**src/rtl/bfc_pkg.sv**
```systemverilog
package bfc_pkg;
  typedef enum logic [1:0] {
    DEC_NONE  = 2'd0,
    DEC_FULL  = 2'd1,
    DEC_SHORT = 2'd2,
    DEC_ZLP   = 2'd3
  } rel_kind_e;
endpackage

```
**src/rtl/bfc_strobe_sync.sv**
```systemverilog
module bfc_strobe_sync #(
  parameter int STAGES = 2
) (
  input  logic clk,
  input  logic rst,
  input  logic pin_n,
  output logic fall
);
  logic [STAGES-1:0] chain;
  logic              prev;

  generate
    for (genvar i = 0; i < STAGES; i++) begin : g_stage
      if (i == 0) begin : g_first
        always_ff @(posedge clk) begin
          if (rst) chain[0] <= 1'b1;
          else     chain[0] <= pin_n;
        end
      end else begin : g_next
        always_ff @(posedge clk) begin
          if (rst) chain[i] <= 1'b1;
          else     chain[i] <= chain[i-1];
        end
      end
    end
  endgenerate

  always_ff @(posedge clk) begin
    if (rst) prev <= 1'b1;
    else     prev <= chain[STAGES-1];
  end

  assign fall = prev & ~chain[STAGES-1];
endmodule

```
**src/rtl/bfc_latency_timer.sv**
```systemverilog
module bfc_latency_timer #(
  parameter int TMO_W   = 8,
  parameter int DEF_TMO = 16,
  parameter int CNT_W   = 9
) (
  input  logic             clk,
  input  logic             rst,
  input  logic             tmo_we,
  input  logic [TMO_W-1:0] tmo_wdata,
  input  logic [CNT_W-1:0] fill_level,
  input  logic             tick,
  input  logic             restart,
  output logic             expired
);
  logic [TMO_W-1:0] limit_q;
  logic [TMO_W-1:0] cnt_q;
  logic [TMO_W:0]   cnt_next;

  assign cnt_next = {1'b0, cnt_q} + {{TMO_W{1'b0}}, 1'b1};

  always_ff @(posedge clk) begin
    if (rst)                           limit_q <= TMO_W'(DEF_TMO);
    else if (tmo_we && tmo_wdata != '0) limit_q <= tmo_wdata;
  end

  always_ff @(posedge clk) begin
    if (rst || restart || fill_level == '0) begin
      cnt_q   <= '0;
      expired <= 1'b0;
    end else if (tick && !expired) begin
      if (cnt_next >= {1'b0, limit_q}) expired <= 1'b1;
      else                             cnt_q   <= cnt_next[TMO_W-1:0];
    end
  end
endmodule

```
**src/rtl/bfc_release_arb.sv**
```systemverilog
module bfc_release_arb
  import bfc_pkg::*;
#(
  parameter int CNT_W = 9
) (
  input  logic             clk,
  input  logic             rst,
  input  logic             in_req,
  input  logic [CNT_W-1:0] fill_level,
  input  logic [CNT_W-1:0] max_pkt,
  input  logic             flush_ok,
  output logic             fire,
  output logic             short_fire,
  output logic             rel_valid,
  output logic             rel_short,
  output logic [CNT_W-1:0] rel_count
);
  rel_kind_e kind;

  always_comb begin
    kind = DEC_NONE;
    if (in_req) begin
      if (fill_level == '0)           kind = DEC_ZLP;
      else if (fill_level >= max_pkt) kind = DEC_FULL;
      else if (flush_ok)              kind = DEC_SHORT;
    end
  end

  assign fire       = (kind != DEC_NONE);
  assign short_fire = (kind == DEC_SHORT) || (kind == DEC_ZLP);

  always_ff @(posedge clk) begin
    if (rst) begin
      rel_valid <= 1'b0;
      rel_short <= 1'b0;
      rel_count <= '0;
    end else begin
      rel_valid <= fire;
      rel_short <= short_fire;
      case (kind)
        DEC_FULL:  rel_count <= max_pkt;
        DEC_SHORT: rel_count <= fill_level;
        default:   rel_count <= '0;
      endcase
    end
  end
endmodule

```
**src/rtl/bulkin_flush_ctrl.sv**
```systemverilog
module bulkin_flush_ctrl #(
  parameter int BUF_DEPTH   = 384,
  parameter int TMO_W       = 8,
  parameter int DEF_TMO     = 16,
  parameter int SYNC_STAGES = 2,
  localparam int CNT_W      = $clog2(BUF_DEPTH + 1)
) (
  input  logic             clk,
  input  logic             rst,
  input  logic [CNT_W-1:0] fill_level,
  input  logic             byte_wr,
  input  logic [CNT_W-1:0] max_pkt,
  input  logic             in_req,
  input  logic             tick_1ms,
  input  logic             tmo_we,
  input  logic [TMO_W-1:0] tmo_wdata,
  input  logic             strobe_n,
  input  logic             suspended,
  input  logic             wake_en,
  output logic             rel_valid,
  output logic             rel_short,
  output logic [CNT_W-1:0] rel_count,
  output logic             resume_req
);
  logic fall;
  logic si_evt;
  logic si_pend;
  logic expired;
  logic fire;
  logic short_fire;

  bfc_strobe_sync #(.STAGES(SYNC_STAGES)) u_sync (
    .clk   (clk),
    .rst   (rst),
    .pin_n (strobe_n),
    .fall  (fall)
  );

  assign si_evt = fall & ~suspended;

  always_ff @(posedge clk) begin
    if (rst) begin
      si_pend    <= 1'b0;
      resume_req <= 1'b0;
    end else begin
      si_pend    <= (si_pend | si_evt) & ~short_fire;
      resume_req <= fall & suspended & wake_en;
    end
  end

  bfc_latency_timer #(.TMO_W(TMO_W), .DEF_TMO(DEF_TMO), .CNT_W(CNT_W)) u_tmr (
    .clk        (clk),
    .rst        (rst),
    .tmo_we     (tmo_we),
    .tmo_wdata  (tmo_wdata),
    .fill_level (fill_level),
    .tick       (tick_1ms),
    .restart    (byte_wr | fire),
    .expired    (expired)
  );

  bfc_release_arb #(.CNT_W(CNT_W)) u_arb (
    .clk        (clk),
    .rst        (rst),
    .in_req     (in_req),
    .fill_level (fill_level),
    .max_pkt    (max_pkt),
    .flush_ok   (expired | si_pend | si_evt),
    .fire       (fire),
    .short_fire (short_fire),
    .rel_valid  (rel_valid),
    .rel_short  (rel_short),
    .rel_count  (rel_count)
  );
endmodule

```
**config.mk**
```make
export PLATFORM = sky130hd
export DESIGN_NAME = bulkin_flush_ctrl
export DESIGN_NICKNAME = d
export VERILOG_FILES = /design/src/rtl/bfc_pkg.sv /design/src/rtl/bfc_strobe_sync.sv /design/src/rtl/bfc_latency_timer.sv /design/src/rtl/bfc_release_arb.sv /design/src/rtl/bulkin_flush_ctrl.sv
export SDC_FILE = /design/constraint.sdc
export NUM_CORES = 1
export LEC_CHECK = 0
export BUFFER_PORTS_ARGS = -buffer_cell sky130_fd_sc_hd__buf_2
export CORE_UTILIZATION = 52
export CTS_CLUSTER_DIAMETER = 120
export DETAILED_ROUTE_END_ITERATION = 16
export GPL_ROUTABILITY_DRIVEN = 0
export PLACE_DENSITY = 0.8
export SETUP_SLACK_MARGIN = 0.02
export SYNTH_ARGS = -nofsm -noshare
export SYNTH_HDL_FRONTEND = slang
export SYNTH_SLANG_ARGS = --single-unit
```
**constraint.sdc**
```tcl
create_clock -name clk -period 3.1 [get_ports clk]
set_clock_uncertainty 0.1 [all_clocks]
set_input_delay 0.465 -clock clk [delete_from_list [all_inputs] [get_ports clk]]
set_output_delay 0.465 -clock clk [all_outputs]
set_load 0.02 [all_outputs]
```
==> flow_metrics.py, run 1 <==
metrics = {
    "logic_synthesis": {
        "yosys_warnings": 0,
        "synth_seq_cells": 33,
        "synth_area_per_cell_um2": 8.70,
        "synth_seq_area_share_pct": 36.1,
        "syn_inst": 210,
        "synth_edf_count": 0,
        "synth_cell_type_count": 42,
        "synth_area_um2": 1830,
        "synthFlopType": "dfxtp_1",
        "syn-num-nets": 266,
        "synthArstFlopShare_pct": 0,
    },
    "finish": {
        "area_growth_pct": 19.3,
        "layoutNonFillerInstCount": 304,
        "layout_common_cells": "buf_2, dfxtp_1, ha_1, inv_1, a21oi_1",
        "finish.utilization_pct": 64.8,
        "drive_gt1_share_pct": 26.0,
        "nFillCells": 312,
        "n_antenna_cell": 0,
        "fin_area_um2": 2180,
        "fin_nets": 313,
        "mostFrequentLayoutCell": "buf_2",
    },
    "pwr": {
        "power_density_nw_per_um2": 414,
        "p_leak_nw": 0.991,
        "p_total_mw": 0.904,
        "ir_drop_mv": 0.343,
    },
    "critical_path": {
        "critPathRequiredTime_ns": 3.26,
        "cp-end-kind": "flip-flop",
        "crit-reg2reg-launch": "u_tmr.cnt_q[2]$_SDFFE_PP0P_",
        "worst_path_max_delay_cell": "or4_1",
        "crit_chain": "and3_4 -> nand3_4 -> or2_4 -> xnor2_1 -> ha_1 -> nand3_1 -> o221ai_1 -> a31o_2 -> or4_1 -> a21oi_1",
        "cp_top_family": "simple AND/OR/NAND/NOR gates",
        "worstPathMaxFanout": 16,
        "crit_buf_inv": 0,
        "arrival_ns": 3.05,
        "regToRegSetupSlack_ns": 0.21,
        "r2r_end": "u_tmr.cnt_q[4]$_SDFFE_PP0P_",
        "critPathMaxStageDelay_ns": 0.49,
        "rr_worst_depth": 10,
        "path_class": "flip-flop to flip-flop",
        "cp-start-kind": "flip-flop",
    },
    "sta": {
        "max_slew_margin_pct": 64.9,
        "fin_crit_ns": 2.89,
        "finalWorstSetupSlack_ns": 0.212,
        "report.final.slew_viol_count": 0,
        "rsz0062_at_grt": "false",
        "fmax_ghz": 0.346,
        "setup_viol": 0,
        "worst_slew_pin_slew_ns": 0.523,
        "hold_violations": 0,
        "whs_ns": 0.212,
        "period_share_pct": 93.2,
        "fin_setup_tns_ns": 0,
    },
    "global_routing": {
        "grt_pass1_wl_mm": 5.99,
        "antenna_found_initial": 0,
        "met3_usage_pct": 5.88,
        "grt_use_total_pct": 21.9,
        "grt_max_degree": 17,
        "grt_pass1_vias": 1419,
        "use_met2_pct": 38.4,
        "use_met1_pct": 24.8,
        "grt_overflow": 0,
        "grt_busiest_layer": "met2",
    },
    "floorplanning": {
        "core_um2": 3360,
        "die-area_um2": 3760,
        "die_x_um": 61.3,
        "start_util_pct": 54.4,
        "rows": 21,
        "ios": 47,
        "fp.dieH_um": 61.3,
    },
    "routing": {
        "drtIter0Drc": 70,
        "wl_per_cell_um": 12.2,
        "routed_wl_mm": 3.70,
        "drtPass1Iterations": 4,
        "num_vias": 1641,
        "drc_errors": 0,
        "drtAntennaViolNets": 0,
        "vias_per_cell": 5.40,
    },
    "cts": {
        "cts_setup_buffers": 0,
        "cts_tree": "built",
        "numCtsBuffers": 5,
        "clock-root-buffer": "clkbuf_4",
        "postCtsResizedCells": 0,
        "clockBufferDepth": 2,
        "holdBufCountCts": 0,
        "path_clk_slew_ns": 0.10,
        "numClockSinks": 33,
        "htree_num_levels": 2,
        "insertion_delay_ns": 0.34,
    },
    "placed_design": {
        "dpl_cell_area_um2": 2100,
        "dp_cells": 296,
        "port_buffers": 46,
        "dpl_worst_slack_ns": 0.186,
        "dpl.hpwl_mm": 2.84,
    },
    "outcome": {
        "outcome": "complete, no violations",
    },
    "worst_hold_path": {
        "min_to": "u_sync.chain[0]$_SDFF_PP1_",
        "hold_path_class": "input port to flip-flop",
        "hold_start": "strobe_n",
        "hold_depth": 2,
    },
    "run": {
        "cap_violations": 0,
    },
}
synth_stat cells, types with 2 or more instances:
cell	n	area, um^2
nand3_1	6	30.0
dfxtp_1	33	661
nand2b_1	2	12.5
or4_1	8	60.1
o21ai_0	4	20.0
buf_1	2	7.51
xnor2_1	5	43.8
a21oi_1	18	90.1
nor3b_1	2	15.0
nor2_1	17	63.8
ha_1	21	263
nor2b_1	3	18.8
and3_1	3	18.8
a22oi_1	10	75.1
clkbuf_1	4	15.0
inv_1	18	67.6
nand2_1	17	63.8
a21o_1	2	15.0
nand4_1	2	12.5
or2_2	4	25.0
o31ai_1	7	52.6
or3_1	2	12.5
report_power, final:
part / switching [mW] / internal (mW)
Combinational: 0.0711 / 0.0554
Sequential: 0.00626 / 0.436
Clock: 0.143 / 0.193
Total: 0.220 / 0.684
metal layers:
metal / wire length (um) / part of all wire [%]
met5: 0 / 0
met4: 80 / 2.2
met3: 140 / 3.8
met2: 1840 / 50
met1: 1640 / 44
registers in the layout, summed over array words and instances, names as in the netlist:
signal	cells
u_tmr.expired	1
si_pend	1
u_arb.rel_count	9
u_tmr.limit_q	8
u_arb.rel_short	1
u_arb.rel_valid	1
u_sync.chain	2
u_tmr.cnt_q	8
resume_req	1
u_sync.prev	1
logic make-up after synthesis:
| logic type | Yosys count | synth area share, % |
|---|---|---|
| AOI/OAI and AO/OA | 52 | 19.0 |
| and+or+nand+nor | 72 | 21.9 |
| DFF | 33 | 36.1 |
| buffers and inverters | 25 | 5.20 |
| xor gates and xnor gates | 6 | 2.87 |
| muxes | 1 | 0.548 |
| adders and majority gates | 21 | 14.4 |
area by class of cell:
class                           count  area, um^2  share of cell area, %
Clock buffer                        7        55.1                   2.52
Multi-Input combinational cell    152        1070                   49.2
Timing Repair Buffer               47         238                   10.9
Tap cell                           46        57.6                   2.64
Clock inverter                      1        30.0                   1.38
Sequential cell                    33         661                   30.3
Inverter                           18        67.6                   3.10
worst max-delay path by stage:
stage / start / to / slack, ns / cells after the start
2_1_floorplan: fill_level[8] / u_arb.rel_count[0]$_SDFF_PP0_ / 0.48 / 7
6_report: u_tmr.cnt_q[2]$_SDFFE_PP0P_ / u_tmr.cnt_q[4]$_SDFFE_PP0P_ / 0.21 / 10
4_1_cts: u_tmr.cnt_q[2]$_SDFFE_PP0P_ / u_tmr.cnt_q[6]$_SDFFE_PP0P_ / 0.21 / 10
3_5_place_dp: fill_level[6] / u_tmr.cnt_q[6]$_SDFFE_PP0P_ / 0.19 / 11
5_1_grt: u_tmr.cnt_q[2]$_SDFFE_PP0P_ / u_tmr.cnt_q[6]$_SDFFE_PP0P_ / 0.04 / 10
3_3_place_gp: u_tmr.cnt_q[2]$_SDFFE_PP0P_ / u_tmr.cnt_q[7]$_SDFFE_PP0P_ / 0.28 / 10
Note: power is estimated with default switching activity, not from simulation.
==> inputs of run 2 (changes only) <==
--- a/config.mk
+++ b/config.mk
@@ -5,8 +5,9 @@
 export SDC_FILE = /design/constraint.sdc
 export NUM_CORES = 1
 export LEC_CHECK = 0
+export ABC_AREA = 1
 export BUFFER_PORTS_ARGS = -buffer_cell sky130_fd_sc_hd__buf_2
-export CORE_UTILIZATION = 52
+export CORE_UTILIZATION = 53
 export CTS_CLUSTER_DIAMETER = 120
 export DETAILED_ROUTE_END_ITERATION = 16
 export GPL_ROUTABILITY_DRIVEN = 0
==> run 2 against run 1 <==
  * Core utilization increased by 1.2 points
  * Non-clock buffer count decreased by 1
  * Sequential power increased by 2%
  * Cell area increased by 3.4%
  * Largest cell class unchanged
  * Largest power group unchanged
  * Highest routed layer unchanged
==> flow_metrics.py, run 2 <==
metrics = {
    "critical_path": {
        "crit_buf_inv": 0,
        "critPathMaxStageDelay_ns": 0.44,
        "critPathRequiredTime_ns": 3.24,
        "path_class": "flip-flop to flip-flop",
        "worstPathMaxFanout": 14,
        "crit_chain": "ha_1 -> nand3_2 -> nor2_4 -> xor2_1 -> ha_1 -> a21oi_1 -> nand2_2 -> nand2_4 -> nand3_4 -> nor2_2 -> nor2_2",
        "cp-startpoint": "u_tmr.cnt_q[0]$_SDFFE_PP0P_",
        "worst_path_max_delay_cell": "dfxtp_1",
        "arrival_ns": 2.59,
        "cp-end-kind": "flip-flop",
        "cp_top_family": "simple AND/OR/NAND/NOR gates",
        "crit-reg2reg-launch": "u_tmr.cnt_q[0]$_SDFFE_PP0P_",
        "cp-start-kind": "flip-flop",
    },
    "pwr": {
        "p_leak_nw": 1.14,
        "power_density_nw_per_um2": 432,
        "p_total_mw": 0.975,
        "ir_drop_mv": 0.316,
    },
    "placed_design": {
        "dpl_worst_slack_ns": 0.410,
        "dpl_cell_area_um2": 2170,
        "dp_cells": 344,
        "dpl.hpwl_mm": 2.93,
        "port_buffers": 46,
    },
    "sta": {
        "rsz0062_at_grt": "false",
        "fin_setup_tns_ns": 0,
        "fmax_ghz": 0.408,
        "fin_crit_ns": 2.45,
        "worst_slew_pin_slew_ns": 0.382,
        "period_share_pct": 79.0,
        "finalWorstSetupSlack_ns": 0.650,
        "max_slew_margin_pct": 74.5,
        "hold_violations": 0,
        "setup_viol": 0,
        "report.final.slew_viol_count": 0,
    },
    "logic_synthesis": {
        "synth_edf_count": 0,
        "synth_seq_cells": 33,
        "syn_inst": 258,
        "yosys_warnings": 0,
        "synthArstFlopShare_pct": 0,
        "yosys-top-cells-count": "nand2_1, inv_1, dfxtp_1",
        "synth_cell_type_count": 29,
        "yosysTopAreaCellShare_pct": 34.3,
        "synth_area_um2": 1930,
        "synth_area_leaders": "dfxtp_1, ha_1, nand2_1",
        "syn-num-nets": 314,
        "synth_most_common_cell": "nand2_1",
        "synth_seq_area_share_pct": 34.3,
        "synth_area_per_cell_um2": 7.46,
        "yosysTopAreaCell": "dfxtp_1",
        "synthFlopType": "dfxtp_1",
    },
    "finish": {
        "layoutNonFillerInstCount": 352,
        "fin_nets": 361,
        "mostFrequentLayoutCell": "nand2_1",
        "n_antenna_cell": 0,
        "largest_register": "u_arb.rel_count",
        "layout_common_cells": "nand2_1, buf_2, inv_1, dfxtp_1, a21oi_1",
        "reg.largest.list": "u_arb.rel_count x9, u_tmr.cnt_q x8, u_tmr.limit_q x8",
        "area_growth_pct": 17.1,
        "fin_area_um2": 2250,
        "drive_gt1_share_pct": 25.5,
        "largest_reg_flops": 9,
    },
    "routing": {
        "drtAntennaViolNets": 0,
        "drtIter0Drc": 72,
        "wl_per_cell_um": 10.4,
        "drtPass1Iterations": 4,
        "drc_errors": 0,
        "routed_wl_mm": 3.66,
        "num_vias": 1709,
        "vias_per_cell": 4.86,
    },
    "global_routing": {
        "grt_pass1_wl_mm": 6.51,
        "grt_max_degree": 15,
        "grt_use_total_pct": 21.1,
        "grt_pass1_vias": 1619,
        "grt_overflow": 0,
        "antenna_found_initial": 0,
    },
    "worst_hold_path": {
        "hold_start": "strobe_n",
        "hold_path_class": "input port to flip-flop",
    },
    "run": {
        "cap_violations": 0,
    },
    "cts": {
        "numCtsBuffers": 5,
        "clock-root-buffer": "clkbuf_4",
        "path_clk_slew_ns": 0.11,
        "postCtsResizedCells": 0,
        "holdBufCountCts": 0,
        "insertion_delay_ns": 0.33,
        "numClockSinks": 33,
        "htree_num_levels": 2,
        "cts_tree": "built",
        "cts_setup_buffers": 0,
        "clockBufferDepth": 2,
    },
    "floorplanning": {
        "die_x_um": 62.3,
        "die-area_um2": 3880,
        "core_um2": 3420,
        "fp.dieH_um": 62.3,
        "ios": 47,
        "rows": 21,
        "start_util_pct": 56.4,
    },
    "outcome": {
        "outcome": "complete, no violations",
    },
}
-- run 2: worst paths after layout --
path                                      end  slack [ns]  cells past startpoint
hold reg to reg    u_sync.chain[1]$_SDFF_PP1_        0.33                      1
setup / recovery  u_tmr.cnt_q[4]$_SDFFE_PP0P_        0.65                     11
setup reg to reg  u_tmr.cnt_q[4]$_SDFFE_PP0P_        0.65                     11
hold / removal     u_sync.chain[0]$_SDFF_PP1_        0.20                      2
-- run 2: final cells by class --
cell class	count	area, um^2
clock buffer	5	37.5
clock inverter	3	46.3
fill	307	1160
inverter	40	150
multi-input combinational	179	1070
sequential	33	661
tap	46	57.6
timing repair buffer	46	230
-- run 2: cells by family after synthesis --
kind of cell	after synthesis	synth area share, %
flip-flops	33	34.3
AND/OR/NAND/NOR	113	27.9
XOR/XNOR	6	2.73
buffers and inverters	46	10.0
adder cells (fa/ha/maj)	21	13.6
AO/OA/AOI/OAI	39	11.4
-- run 2: power by group --
group,internal (mW),total [mW],switching (mW)
Combinational,0.0768,0.192,0.115
Sequential,0.442,0.452,0.00987
Clock,0.171,0.331,0.160
-- run 2: metal layers --
layer / up-vias / wire length [um] / share of wire (%) / track usage (%)
met5: - / 0 / 0 / 0
met3: 7 / 132 / 3.6 / 4.96
met2: 32 / 1790 / 49 / 36.8
met1: 760 / 1670 / 46 / 24.6
li1: 910 / - / - / -
met4: 0 / 60 / 1.6 / 8.43
-- run 2: stage by stage --
stage                     util (%)  hold slack [ns]
final                         66.0            0.202
after global routing          66.0            0.169
after CTS                     66.0            0.189
after global placement        63.6            0.292
after detailed placement      63.6            0.304
after floorplan                  -            0.289
-- run 2: worst register-to-register path, delay by kind of cell (launching register included) --
| kind | cells | cell delay (ns) |
|---|---|---|
| fa+ha+maj | 2 | 0.54 |
| simple gates | 7 | 0.85 |
| compound gates | 1 | 0.17 |
| flops | 1 | 0.44 |
| xor+xnor | 1 | 0.26 |
==> inputs of run 3 (changes only) <==
==> constraint.sdc (replaced) <==
create_clock -name clk -period 2.31 [get_ports clk]
set_clock_uncertainty 0.1 [all_clocks]
set_input_delay 0.3465 -clock clk [delete_from_list [all_inputs] [get_ports clk]]
set_output_delay 0.3465 -clock clk [all_outputs]
set_load 0.02 [all_outputs]
==> run 3 against run 2 <==
  * Register-to-register slack worse by 0.53 ns
  * First-iteration DRC count down 33%
  * Core utilization grew 6.1 points
  * Sequential cell count stayed put
  * Combinational power grew 61%
  * Clock power grew 13%
  * Sequential power increased by 35%
  * Highest routed layer unchanged
  * Largest power group unchanged
  * Critical path depth increased by 4
==> flow_metrics.py, run 3 (synthesized netlist as in run 2, its figures left out) <==
metrics = {
    "global_routing": {
        "antenna_found_initial": 0,
        "grt_overflow": 0,
        "use_met1_pct": 26.6,
        "grt_use_total_pct": 23.3,
        "grt_pass1_vias": 1647,
        "use_met2_pct": 41.9,
        "met3_usage_pct": 7.17,
        "grt_busiest_layer": "met2",
        "grt_max_degree": 15,
        "grt_pass1_wl_mm": 7.05,
    },
    "sta": {
        "setup_viol": 0,
        "period_share_pct": 95.7,
        "max_slew_margin_pct": 63.2,
        "worst_slew_pin_slew_ns": 0.550,
        "report.final.slew_viol_count": 0,
        "hold_violations": 0,
        "rsz0062_at_grt": "true",
        "fin_crit_ns": 2.21,
        "whs_ns": 0.0784,
        "fmax_ghz": 0.452,
    },
    "finish": {
        "largest_reg_flops": 9,
        "largest_register": "u_arb.rel_count",
        "fin_nets": 380,
        "layout_common_cells": "nand2_1, buf_2, inv_1, dfxtp_1, a21oi_1",
        "mostFrequentLayoutCell": "nand2_1",
        "drive_gt1_share_pct": 33.8,
        "layoutNonFillerInstCount": 371,
        "area_growth_pct": 27.9,
        "reg.largest.list": "u_arb.rel_count x9, u_tmr.cnt_q x8, u_tmr.limit_q x8",
        "nFillCells": 296,
        "n_antenna_cell": 0,
    },
    "routing": {
        "num_vias": 1795,
        "drtIter0Drc": 48,
        "routed_wl_mm": 4.18,
        "vias_per_cell": 4.84,
        "wl_per_cell_um": 11.3,
        "drtPass1Iterations": 4,
        "drc_errors": 0,
        "drtAntennaViolNets": 0,
    },
    "critical_path": {
        "rr_worst_depth": 15,
        "cp-start-kind": "input port",
        "cp-end-kind": "flip-flop",
        "cp-startpoint": "max_pkt[8]",
        "critPathRequiredTime_ns": 2.49,
        "worstPathMaxFanout": 7,
        "setup.worst_path.end": "u_tmr.cnt_q[1]$_SDFFE_PP0P_",
        "arrival_ns": 2.39,
        "crit-reg2reg-launch": "u_tmr.cnt_q[0]$_SDFFE_PP0P_",
        "r2r_end": "u_tmr.cnt_q[6]$_SDFFE_PP0P_",
        "regToRegSetupSlack_ns": 0.12,
        "path_class": "input port to flip-flop",
    },
    "pwr": {
        "p_leak_nw": 1.23,
        "power_density_nw_per_um2": 524,
        "ir_drop_mv": 0.484,
    },
    "floorplanning": {
        "rows": 21,
        "die-area_um2": 3880,
        "fp.dieH_um": 62.3,
        "die_x_um": 62.3,
        "ios": 47,
        "start_util_pct": 56.4,
        "core_um2": 3420,
    },
    "run": {
        "cap_violations": 0,
    },
    "outcome": {
        "outcome": "complete, no violations",
    },
    "cts": {
        "clock-root-buffer": "clkbuf_4",
        "numClockSinks": 33,
        "insertion_delay_ns": 0.34,
        "path_clk_slew_ns": 0.10,
        "htree_num_levels": 2,
        "clockBufferDepth": 2,
        "numCtsBuffers": 5,
        "cts_tree": "built",
    },
    "placed_design": {
        "dp_cells": 360,
        "port_buffers": 46,
        "dpl.hpwl_mm": 3.01,
    },
    "worst_hold_path": {
        "hold_path_class": "input port to flip-flop",
    },
}
==> run 3: changes by cell type in the layout (fill, tap and decap cells not counted), sizes merged <==
| cell | change |
|---|---|
| buf | +18 |
| clkbuf | +2 |
| bufinv | -1 |
| clkinvlp | -1 |
| nand3 | +1 |
==> run 3: final cells by class <==
class / count / area, um^2 / share of cell area [%]
multi-input cells: 180 / 1150 / 46.8
flip-flops and latches: 33 / 667 / 27.1
repair buffers: 64 / 365 / 14.8
inverters: 40 / 150 / 6.09
clock buffers: 7 / 65.1 / 2.64
well taps: 46 / 57.6 / 2.34
clock inverters: 1 / 5.00 / 0.203
==> run 3: worst min path at each step <==
| stage | depth (start not counted) | end | slack, ns | start |
|---|---|---|---|---|
| after floorplan | 1 | u_sync.chain[1]$_SDFF_PP1_ | 0.29 | u_sync.chain[0]$_SDFF_PP1_ |
| after global placement | 1 | u_sync.chain[1]$_SDFF_PP1_ | 0.30 | u_sync.chain[0]$_SDFF_PP1_ |
| after detailed placement | 1 | u_sync.chain[1]$_SDFF_PP1_ | 0.30 | u_sync.chain[0]$_SDFF_PP1_ |
| after CTS | 2 | u_sync.chain[0]$_SDFF_PP1_ | 0.06 | strobe_n |
| after global routing | 2 | u_sync.chain[0]$_SDFF_PP1_ | 0.06 | strobe_n |
| final | 2 | u_sync.chain[0]$_SDFF_PP1_ | 0.08 | strobe_n |
==> run 3: routing by layer <==
layer | part of all wire (%) | wire length (um) | vias to the layer above
li1 | - | - | 947
met1 | 43 | 1810 | 796
met2 | 51 | 2120 | 44
met3 | 4.6 | 194 | 8
met4 | 1.3 | 56 | 0
met5 | 0 | 0 | -
==> run 3: worst max-delay path, cell delays in order <==
cell       delay (ns)
buf_2            0.08
inv_1            0.04
ha_1             0.32
nand2_1          0.10
nor2_1           0.17
nand2_1          0.09
o2111ai_2        0.21
o21ai_1          0.11
inv_1            0.10
ha_1             0.18
nor3b_1          0.21
o21ai_1          0.14
inv_2            0.15
nand2_1          0.08
nor2_2           0.07
==> run 3: through the flow <==
| stage | setup TNS (ns) | util, % | setup WS (ns) | total power, mW | instance area [um^2] |
|---|---|---|---|---|---|
| 2_1_floorplan | 0 | - | 0.0581 | 0.813 | 1930 |
| 5_1_grt | -0.274 | 72.1 | -0.0553 | 1.37 | 2460 |
| 3_5_place_dp | -3.93 | 67.1 | -0.273 | 0.901 | 2290 |
| 6_report | 0 | 72.1 | 0.0985 | 1.29 | 2460 |
| 3_3_place_gp | -2.69 | 67.1 | -0.230 | 0.893 | 2290 |
| 4_1_cts | 0 | 69.9 | 0.0376 | 1.29 | 2390 |
==> run 3: power breakdown <==
group	internal, mW	switching [mW]	total (mW)
clock network	0.176	0.198	0.374
logic	0.133	0.176	0.309
registers	0.593	0.0152	0.608
==> run 3: timing repair <==
item,CTS,global route
setup endpoints to repair,8,18
pin swaps,0,1
gates resized for setup,2,16
buffers inserted,0,2
hold endpoints to repair,0,0
cloned,1,0
hold buffers,0,0
